### src/rtl/sc_retry_pkg.sv
package sc_retry_pkg;
  typedef enum logic [1:0] {
    ST_IDLE       = 2'd0,
    ST_ON_NORMAL  = 2'd1,
    ST_ON_LIMIT   = 2'd2,
    ST_FORCED_OFF = 2'd3
  } sc_state_e;

  // OFF window defaults to the ON window times 2**OFF_DEFAULT_SHIFT
  localparam int unsigned OFF_DEFAULT_SHIFT = 6;
endpackage

### src/rtl/sc_window_calc.sv
module sc_window_calc
  import sc_retry_pkg::*;
#(
  parameter int unsigned CNT_W    = 8,
  parameter int unsigned PRESCALE = 4,
  parameter int unsigned WIN_W    = 17
) (
  input  logic [CNT_W-1:0] on_period,
  input  logic [CNT_W-1:0] off_period,
  input  logic             on_unset,
  input  logic             off_unset,
  output logic [WIN_W-1:0] on_win,
  output logic [WIN_W-1:0] off_win,
  output logic             on_zero,
  output logic             inhibit
);
  localparam int unsigned UNIT_W = CNT_W + OFF_DEFAULT_SHIFT;

  // timer units to clock cycles
  function automatic logic [WIN_W-1:0] units_to_cycles(input logic [UNIT_W-1:0] units);
    return WIN_W'(units) * WIN_W'(PRESCALE);
  endfunction

  // unset OFF setting: scaled copy of the ON setting
  function automatic logic [UNIT_W-1:0] off_units_sel(input logic [CNT_W-1:0] on_p,
                                                      input logic [CNT_W-1:0] off_p,
                                                      input logic             off_u);
    return off_u ? (UNIT_W'(on_p) << OFF_DEFAULT_SHIFT) : UNIT_W'(off_p);
  endfunction

  logic [UNIT_W-1:0] on_units;
  logic [WIN_W-1:0]  off_raw;

  assign on_units = on_unset ? '0 : UNIT_W'(on_period);
  assign on_win   = units_to_cycles(on_units);
  assign off_raw  = units_to_cycles(off_units_sel(on_period, off_period, off_unset));
  assign off_win  = (off_raw == '0) ? WIN_W'(1) : off_raw;  // R10 floor
  assign on_zero  = (on_win == '0);
  assign inhibit  = on_unset && off_unset;
endmodule

### src/rtl/sc_window_timer.sv
module sc_window_timer #(
  parameter int unsigned WIN_W = 17
) (
  input  logic             clk,
  input  logic             rst,
  input  logic             restart,
  input  logic [WIN_W-1:0] len,
  output logic             win_last
);
  logic [WIN_W-1:0] elapsed;

  always_ff @(posedge clk) begin
    if (rst || restart) elapsed <= '0;
    else if (elapsed != '1) elapsed <= elapsed + WIN_W'(1);
  end

  // current cycle is the last one of a window of length len
  assign win_last = ((WIN_W+1)'(elapsed) + (WIN_W+1)'(1)) >= {1'b0, len};

  p_restart_clears_r4: assert property (@(posedge clk) disable iff (rst)
    restart |=> (elapsed == '0));
endmodule

### src/rtl/sc_chan_fsm.sv
module sc_chan_fsm
  import sc_retry_pkg::*;
(
  input  logic      clk,
  input  logic      rst,
  input  logic      cmd,
  input  logic      ovc,
  input  logic      inhibit,
  input  logic      on_zero,
  input  logic      win_last,
  output sc_state_e state,
  output logic      restart,
  output logic      en,
  output logic      lim,
  output logic      fault
);
  sc_state_e nxt;
  sc_state_e limit_entry;

  // zero ON window skips straight to the OFF window
  assign limit_entry = on_zero ? ST_FORCED_OFF : ST_ON_LIMIT;

  always_comb begin
    nxt = state;
    if (!cmd)         nxt = ST_IDLE;
    else if (inhibit) nxt = ST_ON_NORMAL;
    else begin
      unique case (state)
        ST_IDLE:       nxt = ST_ON_NORMAL;
        ST_ON_NORMAL:  if (ovc) nxt = limit_entry;
        ST_ON_LIMIT:   if (win_last) nxt = ovc ? ST_FORCED_OFF : ST_ON_NORMAL;
        ST_FORCED_OFF: if (win_last) nxt = ovc ? limit_entry : ST_ON_NORMAL;
        default:       nxt = ST_IDLE;
      endcase
    end
  end

  always_ff @(posedge clk) begin
    if (rst) state <= ST_IDLE;
    else     state <= nxt;
  end

  assign restart = (nxt != state) || (state == ST_FORCED_OFF && win_last);
  assign en      = (state == ST_ON_NORMAL) || (state == ST_ON_LIMIT);
  assign lim     = (state == ST_ON_LIMIT);
  assign fault   = (state == ST_FORCED_OFF);

  p_abort_r8: assert property (@(posedge clk) disable iff (rst)
    !cmd |=> (state == ST_IDLE));
  p_inhibit_r7: assert property (@(posedge clk) disable iff (rst)
    (cmd && inhibit) |=> (state == ST_ON_NORMAL));
  p_limit_entry_r3: assert property (@(posedge clk) disable iff (rst)
    (state == ST_ON_NORMAL && cmd && ovc && !inhibit && !on_zero) |=> (state == ST_ON_LIMIT));
  p_retry_r4: assert property (@(posedge clk) disable iff (rst)
    (state == ST_FORCED_OFF && win_last && cmd && ovc && !inhibit && !on_zero)
      |=> (state == ST_ON_LIMIT));
  p_skip_on_r9: assert property (@(posedge clk) disable iff (rst)
    (state == ST_ON_NORMAL && cmd && ovc && !inhibit && on_zero) |=> (state == ST_FORCED_OFF));
  p_limit_not_fault_r5: assert property (@(posedge clk) disable iff (rst)
    (state == ST_ON_LIMIT && !win_last && cmd && !inhibit) |=> !fault);
endmodule

### src/rtl/sc_retry_ctrl.sv
module sc_retry_ctrl
  import sc_retry_pkg::*;
#(
  parameter int unsigned NUM_CH   = 4,
  parameter int unsigned CNT_W    = 8,
  parameter int unsigned PRESCALE = 4
) (
  input  logic              clk,
  input  logic              rst,
  input  logic [NUM_CH-1:0] ch_cmd,
  input  logic [NUM_CH-1:0] ch_ovc,
  input  logic [CNT_W-1:0]  on_period,
  input  logic [CNT_W-1:0]  off_period,
  input  logic              on_unset,
  input  logic              off_unset,
  output logic [NUM_CH-1:0] sw_en,
  output logic [NUM_CH-1:0] lim_act,
  output logic [NUM_CH-1:0] ch_fault
);
  localparam int unsigned WIN_W = CNT_W + OFF_DEFAULT_SHIFT + $clog2(PRESCALE + 1);

  logic [WIN_W-1:0] on_win;
  logic [WIN_W-1:0] off_win;
  logic             on_zero;
  logic             inhibit;

  sc_window_calc #(.CNT_W(CNT_W), .PRESCALE(PRESCALE), .WIN_W(WIN_W)) u_calc (
    .on_period (on_period),
    .off_period(off_period),
    .on_unset  (on_unset),
    .off_unset (off_unset),
    .on_win    (on_win),
    .off_win   (off_win),
    .on_zero   (on_zero),
    .inhibit   (inhibit)
  );

  for (genvar c = 0; c < NUM_CH; c++) begin : g_ch
    sc_state_e        state;
    logic             restart;
    logic             win_last;
    logic [WIN_W-1:0] len;

    assign len = (state == ST_FORCED_OFF) ? off_win : on_win;

    sc_window_timer #(.WIN_W(WIN_W)) u_timer (
      .clk     (clk),
      .rst     (rst),
      .restart (restart),
      .len     (len),
      .win_last(win_last)
    );

    sc_chan_fsm u_fsm (
      .clk     (clk),
      .rst     (rst),
      .cmd     (ch_cmd[c]),
      .ovc     (ch_ovc[c]),
      .inhibit (inhibit),
      .on_zero (on_zero),
      .win_last(win_last),
      .state   (state),
      .restart (restart),
      .en      (sw_en[c]),
      .lim     (lim_act[c]),
      .fault   (ch_fault[c])
    );

    p_reset_idle_r1: assert property (@(posedge clk)
      rst |=> (state == ST_IDLE));
  end
endmodule

### config.mk
export PLATFORM = sky130hd
export DESIGN_NAME = sc_retry_ctrl
export DESIGN_NICKNAME = d
export VERILOG_FILES = /design/src/rtl/sc_retry_pkg.sv /design/src/rtl/sc_window_calc.sv /design/src/rtl/sc_window_timer.sv /design/src/rtl/sc_chan_fsm.sv /design/src/rtl/sc_retry_ctrl.sv
export SDC_FILE = /design/constraint.sdc
export NUM_CORES = 1
export LEC_CHECK = 0
export ABC_AREA = 1
export CAP_MARGIN = 20
export CORE_UTILIZATION = 50
export DETAILED_ROUTE_END_ITERATION = 12
export MAX_ROUTING_LAYER = met4
export PLACE_DENSITY = 0.76
export RECOVER_POWER = 50
export SLEW_MARGIN = 20
export SYNTH_ARGS = -nofsm -noshare
export SYNTH_HDL_FRONTEND = slang
export SYNTH_HIERARCHICAL = 1
export SYNTH_SLANG_ARGS = --single-unit
export TNS_END_PERCENT = 5
### constraint.sdc
create_clock -name clk -period 5.8 [get_ports clk]
set_input_delay 1.16 -clock clk [delete_from_list [all_inputs] [get_ports clk]]
set_output_delay 1.16 -clock clk [all_outputs]
set_load 0.1 [all_outputs]
==> reports/results.ini, run 1 <==
[run_status]
outcome=finished clean

[detailed_routing]
dr.pass1.iters=5
remaining_drc_errors=0
viasPerCell=5.06
route.detailed.wl_per_inst_um=12.8
drt_iter0_drc=495
ant_nets=0
vias=8155
wl_um=20700

[setup_path]
reg2reg_setup_slack_ns=1.69
slowest_delay_ns=0.78
endpoint=g_ch[2].u_timer/elapsed[7]$_SDFFE_PP0P_
reg2reg_to=g_ch[3].u_timer/elapsed[4]$_SDFFE_PP0P_
arrival_ns=5.41
cp.buffers_inverters=6
cpMaxStageDelayCell=dlygate4sd3_1
cp-end-kind=register
worstSetupPathDepth=34
cp-startpoint=off_unset
start_kind=primary input
worst-path-max-fanout=14
reg2reg_depth=28
worstSetupPathType=primary input to register
worst_path_dominant_cell_family=simple AND/OR/NAND/NOR gates
crit_required_ns=6.09
r2r_start=g_ch[3].u_fsm/state[0]$_SDFF_PP0_
crit_top_cell=nand2_1

[pwr]
powerDensity_nw_per_um2=146
total_leakage_power_uw=0.00529
ir_drop_v=0.000179

[cts]
cts-root-buf=clkbuf_16
postCtsResizedCells=0
h-tree-depth=3
clockBufferDepth=2
path_clk_slew_ns=0.06
cts_tree=done
holdBufCountCts=0
clock_latency_ns=0.35
cts_setup_buffers=0
cts_buffers=9
clock-sinks=76

[layout]
post-route-util_pct=55.2
antenna_cells=0
fin_nets=1507
final_common_cell=nand2_1
drive_above_1_share_pct=9.55
synthToLayoutAreaGrowth_pct=6.75
final_cell_mix=nand2_1, inv_1, nand3_1
design_area_um2=9240

[floorplanning]
num_rows=47
coreArea_um2=16800
io_pins=40
dieHeight_um=134
die_x_um=134
initial_core_util_pct=51.7
die-area_um2=17800

[synthesis]
ys.flop_type=dfxtp_1
yosys.area.top_type=dfxtp_1
ys_ff_latch=76
synth_edf_count=0
ys_top_cells_by_area=dfxtp_1, nand2_1, ha_1
synth_top_cell_area_share_pct=17.6
seq_area_frac_synth_pct=17.6
synth_cell_type_count=36
netlist_area_um2=8660
postSynthAreaPerCell_um2=6.30
yosysWarnings=6
synthCells=1375
ys_async_sr_fraction_pct=0

[place]
postPlaceCellArea_um2=8990
portBuffers=39
dpl_worst_slack_ns=0.577
hpwl_um=16200
gp_congestion=1.03

[global_routing]
grt_antenna_before_repair=0
first_global_vias=7659
grt_usage_pct=25.0
grt.overflow.total=0
grt_pass1_wl_um=35100
grt_max_degree=27

[timing]
setup_slack_ns=0.678
finalHoldViolCount=0
setup-violations-final=0
min_period_ns=5.12
final.setup.tns_ns=0
rsz0062_at_grt=no
relSlewSlack_pct=32.7
min_period_over_period_pct=88.3
max_freq_mhz=195
maxSlewViolCount=0
worst_slew_pin_slew_ns=1.01
fin_skew_ns=0.00819

[job]
maxCapViolCount=0

[worst_hold_path]
holdCritPathClass=register to register
whs_path_depth=2

[synth_stat cells (8+ instances only)]
cell type,n
nand2_1,366
dfxtp_1,76
buf_4,12
nor2_4,16
a21oi_1,84
nor2_1,85
nand4_1,8
xor2_1,32
nor3_1,16
nand3_1,96
inv_2,16
clkbuf_1,16
buf_6,19
o21ai_0,32
inv_1,261
o21ai_1,36
nor2_2,9
nand2_2,31
ha_1,92
nand3_2,20
[worst reg2reg max path: cells and delay by family (launching register included)]
family | cells | cell delay, ns
and+or+nand+nor | 21 | 2.02
adders and majority gates | 1 | 0.28
AOI/OAI and AO/OA | 2 | 0.29
DFF | 1 | 0.93
buffers and inverters | 4 | 0.52
[how the worst min path moves through the flow]
stage	start	to	slack [ns]
CTS	g_ch[3].u_timer/elapsed[16]$_SDFFE_PP0P_	g_ch[3].u_timer/elapsed[16]$_SDFFE_PP0P_	0.48
floorplan	g_ch[0].u_timer/elapsed[16]$_SDFFE_PP0P_	g_ch[0].u_timer/elapsed[16]$_SDFFE_PP0P_	0.45
global route	g_ch[3].u_timer/elapsed[16]$_SDFFE_PP0P_	g_ch[3].u_timer/elapsed[16]$_SDFFE_PP0P_	0.51
detailed placement	g_ch[3].u_timer/elapsed[16]$_SDFFE_PP0P_	g_ch[3].u_timer/elapsed[16]$_SDFFE_PP0P_	0.47
global placement	g_ch[0].u_timer/elapsed[16]$_SDFFE_PP0P_	g_ch[0].u_timer/elapsed[16]$_SDFFE_PP0P_	0.46
finish	g_ch[0].u_timer/elapsed[16]$_SDFFE_PP0P_	g_ch[0].u_timer/elapsed[16]$_SDFFE_PP0P_	0.48
[where the power goes]
group | leakage, uW | switching, uW | internal (uW)
Sequential | 0.000614 | 20.8 | 528
Combinational | 0.00453 | 151 | 84.8
Clock | 0.000149 | 237 | 332
[metrics by stage]
stage          power, uW  hold slack [ns]  instances
2_1_floorplan        735            0.454       1385
3_3_place_gp         785            0.463       1596
3_5_place_dp         791            0.471       1596
6_report            1350            0.480       1612
4_1_cts             1370            0.480       1612
5_1_grt             1420            0.507       1612
[registers in the layout (all words and copies together) (netlist names)]
register,flops
g_ch.u_timer/elapsed,68
g_ch.u_fsm/state,8
[layout make-up]
| class | count | area [um^2] |
|---|---|---|
| Fill cell | 1643 | 7520 |
| Multi-Input combinational cell | 982 | 5710 |
| Sequential cell | 76 | 1520 |
| Inverter | 278 | 1050 |
| Timing Repair Buffer | 40 | 398 |
| Tap cell | 220 | 275 |
| Clock buffer | 9 | 225 |
| Clock inverter | 7 | 67.6 |
[routing by layer]
| metal | GRT usage [%] | vias to the layer above | routed length, um |
|---|---|---|---|
| li1 | - | 4279 | - |
| met2 | 42.9 | 178 | 9900 |
| met3 | 3.77 | 47 | 809 |
| met5 | - | - | 0 |
| met1 | 29.5 | 3651 | 9380 |
| met4 | 8.90 | 0 | 579 |
[kinds of logic (layout without fill, tap and decap cells)]
logic type | after synthesis | count (layout) | share of synthesized area [%]
simple gates | 671 | 671 | 37.9
buf+inv | 327 | 334 | 16.5
compound gates | 172 | 172 | 10.7
fa+ha+maj | 92 | 92 | 13.3
flops | 76 | 76 | 17.6
xor+xnor | 36 | 36 | 3.99
other cells | 1 | 11 | 0.0433
(Power assumes the default switching activity.)
==> run 2: changes to the inputs <==
Settings changed: SLEW_MARGIN 20 to 15.
==> results of run 2 <==
Same layout as run 1: the final DEF is identical, and so are final timing and power.
==> run 3: changes to the inputs <==
Settings changed: CELL_PAD_IN_SITES_DETAIL_PLACEMENT set to 1, CELL_PAD_IN_SITES_GLOBAL_PLACEMENT set to 2, CORE_UTILIZATION 50 to 37, GPL_TIMING_DRIVEN set to 0, PLACE_DENSITY 0.76 to 0.95.
==> run 3 against run 2 <==
Effect of this change: critical path depth fell by 2; cell area grew 5.5%; non-clock buffer count up 47; die area grew 35%; maximum frequency decreased by 2.9%.
==> reports/results.ini, run 3 (synthesis results as in run 1) <==
[worst_hold_path]
whs_path_depth=2  ; unchanged
worstHoldStart=g_ch[2].u_timer/elapsed[16]$_SDFFE_PP0P_
holdCritPathClass=register to register
holdPathEnd=g_ch[2].u_timer/elapsed[16]$_SDFFE_PP0P_

[layout]
top_register=g_ch.u_timer/elapsed
ff_latch_area_um2=1520  ; unchanged
drive_above_1_share_pct=11.7  ; +2.1 points
synthToLayoutAreaGrowth_pct=12.7
reg_top3=g_ch.u_timer/elapsed (68), g_ch.u_fsm/state (8)
nFillCells=3084  ; +88%
design_area_um2=9760  ; +5.5%
antenna_cells=0  ; unchanged
final_common_cell=nand2_1
fin_nets=1554  ; +3.1%
final_cell_mix=nand2_1, inv_1, nand3_1
largest_register_ffs=68  ; unchanged
multi_input_area_um2=5720  ; +0.13%

[global_routing]
grt.overflow.total=0  ; unchanged
first_global_vias=8726  ; +14%
grt_max_degree=14  ; -48%
grt_usage_pct=22.8  ; -2.2 points
grt_antenna_before_repair=0  ; unchanged
grt_pass1_wl_um=42300  ; +20%

[pwr]
p_int_uw=1000  ; +5.9%
switching_share_pct=30.2  ; -0.063 points
sequentialPowerShare_pct=37.6  ; -2.9 points
powerDensity_nw_per_um2=147  ; +0.26%
pwr-share-comb_pct=18.7  ; +1.3 points
p_clk_share_pct=43.8  ; +1.8 points
ir_drop_v=0.000130  ; -28%
p_sw_uw=432  ; +5.6%
total_leakage_power_uw=0.00550  ; +4.0%

[detailed_routing]
vias=8375  ; +2.7%
wl_met1_um=11900  ; +27%
wl_met3_um=397  ; -51%
wl_um=25200  ; +22%
drt_iter0_drc=387  ; -22%
route.detailed.wl_per_inst_um=14.4  ; +12%
ant_nets=0  ; unchanged
remaining_drc_errors=0  ; unchanged
maxUsedRoutingLayer=met4
dr.pass1.iters=4  ; -1
met2WireLength_um=12300  ; +24%
viasPerCell=4.78  ; -5.5%

[setup_path]
crit_top_cell=nand2_1
reg2reg_depth=31  ; +11%
slowest_delay_ns=0.52  ; -0.26 ns
start_kind=primary input
reg2reg_to=g_ch[0].u_timer/elapsed[14]$_SDFFE_PP0P_
crit_required_ns=6.09  ; about the same
r2r_start=g_ch[0].u_timer/elapsed[0]$_SDFFE_PP0P_
cpMaxStageDelayCell=clkdlybuf4s50_1
cp-end-kind=register
worst-path-max-fanout=10  ; -4
reg2reg_setup_slack_ns=1.41  ; -0.28 ns
arrival_ns=5.56  ; +0.15 ns
worstSetupPathType=primary input to register

[floorplanning]
die-area_um2=24000  ; +35%
dieHeight_um=155  ; +16%
coreArea_um2=22800  ; +36%
num_rows=55  ; +17%
die_x_um=155  ; +16%
initial_core_util_pct=38.0  ; -14 points
io_pins=40  ; unchanged

[place]
hpwl_um=20400  ; +26%
portBuffers=37  ; -5.1%
postPlaceCellArea_um2=9470  ; +5.3%
dpl_worst_slack_ns=0.199  ; -0.377 ns
gp_congestion=0.839  ; -18%

[run_status]
outcome=finished clean

[cts]
holdBufCountCts=0  ; unchanged
clock-sinks=76  ; unchanged
h-tree-depth=3  ; unchanged
cts_setup_buffers=0  ; unchanged
postCtsResizedCells=0  ; unchanged
cts-root-buf=clkbuf_16
clockBufferDepth=2  ; unchanged
clock_latency_ns=0.35  ; about the same
cts_buffers=9  ; unchanged
cts_tree=done
path_clk_slew_ns=0.06  ; about the same

[timing]
fin_skew_ns=0.0111  ; +0.00291 ns
finalHoldViolCount=0  ; unchanged
setup-violations-final=0  ; unchanged
relSlewSlack_pct=32.6  ; -0.092 points
final.setup.tns_ns=0  ; unchanged
maxSlewViolCount=0  ; unchanged
rsz0062_at_grt=no
setup_slack_ns=0.527  ; -0.151 ns
max_freq_mhz=190  ; -2.9%
worst_slew_pin_slew_ns=1.01  ; +0.00138 ns
min_period_ns=5.27  ; +0.151 ns
min_period_over_period_pct=90.9  ; +2.6 points

[job]
maxCapViolCount=0  ; unchanged

-- run 3: per-layer routing --
layer | GRT usage (%) | up-vias
met5 | - | -
met1 | 27.0 | 3922
met3 | 2.90 | 37
met4 | 7.12 | 0
li1 | - | 4366
met2 | 40.1 | 50
-- run 3: critical path, delay by kind of cell --
family                   cells  cell delay [ns]
adder cells (fa/ha/maj)      1             0.29
buffers and inverters        7             1.27
AO/OA/AOI/OAI                2             0.28
AND/OR/NAND/NOR             22             2.56
-- run 3: layout make-up --
type / count / share of cell area (%)
Buffer: 49 / 3.94
Clock buffer: 9 / 2.31
Clock inverter: 7 / 0.936
Inverter: 278 / 10.7
Multi-Input combinational cell: 982 / 58.6
Sequential cell: 76 / 15.6
Tap cell: 313 / 4.01
Timing Repair Buffer: 38 / 3.87
-- run 3: how the worst max path moves through the flow --
| stage | startpoint | endpoint | slack, ns |
|---|---|---|---|
| after global placement | on_period[7] | g_ch[0].u_timer/elapsed[11]$_SDFFE_PP0P_ | 0.32 |
| final | on_period[7] | g_ch[0].u_timer/elapsed[14]$_SDFFE_PP0P_ | 0.53 |
| after global routing | on_period[7] | g_ch[0].u_timer/elapsed[12]$_SDFFE_PP0P_ | 0.04 |
| after floorplan | on_unset | g_ch[0].u_timer/elapsed[10]$_SDFFE_PP0P_ | 1.92 |
| after detailed placement | on_period[7] | g_ch[0].u_timer/elapsed[14]$_SDFFE_PP0P_ | 0.20 |
| after CTS | on_period[7] | g_ch[0].u_timer/elapsed[14]$_SDFFE_PP0P_ | 0.50 |
-- run 3: power groups by stage --
stage | Sequential (uW) | Clock, uW | Combinational, uW
final | 538 | 627 | 267
after global routing | 539 | 663 | 305
after detailed placement | 550 | 0 | 266
after CTS | 538 | 648 | 267
after global placement | 550 | 0 | 259
after floorplan | 547 | 0 | 188
-- run 3: through the flow --
stage | power, uW | util [%] | hold slack (ns) | cells
2_1_floorplan | 735 | - | 0.454 | 1385
3_3_place_gp | 809 | 41.5 | 0.469 | 1735
3_5_place_dp | 815 | 41.6 | 0.487 | 1736
4_1_cts | 1450 | 42.9 | 0.488 | 1752
5_1_grt | 1510 | 42.8 | 0.518 | 1752
6_report | 1430 | 42.8 | 0.492 | 1752
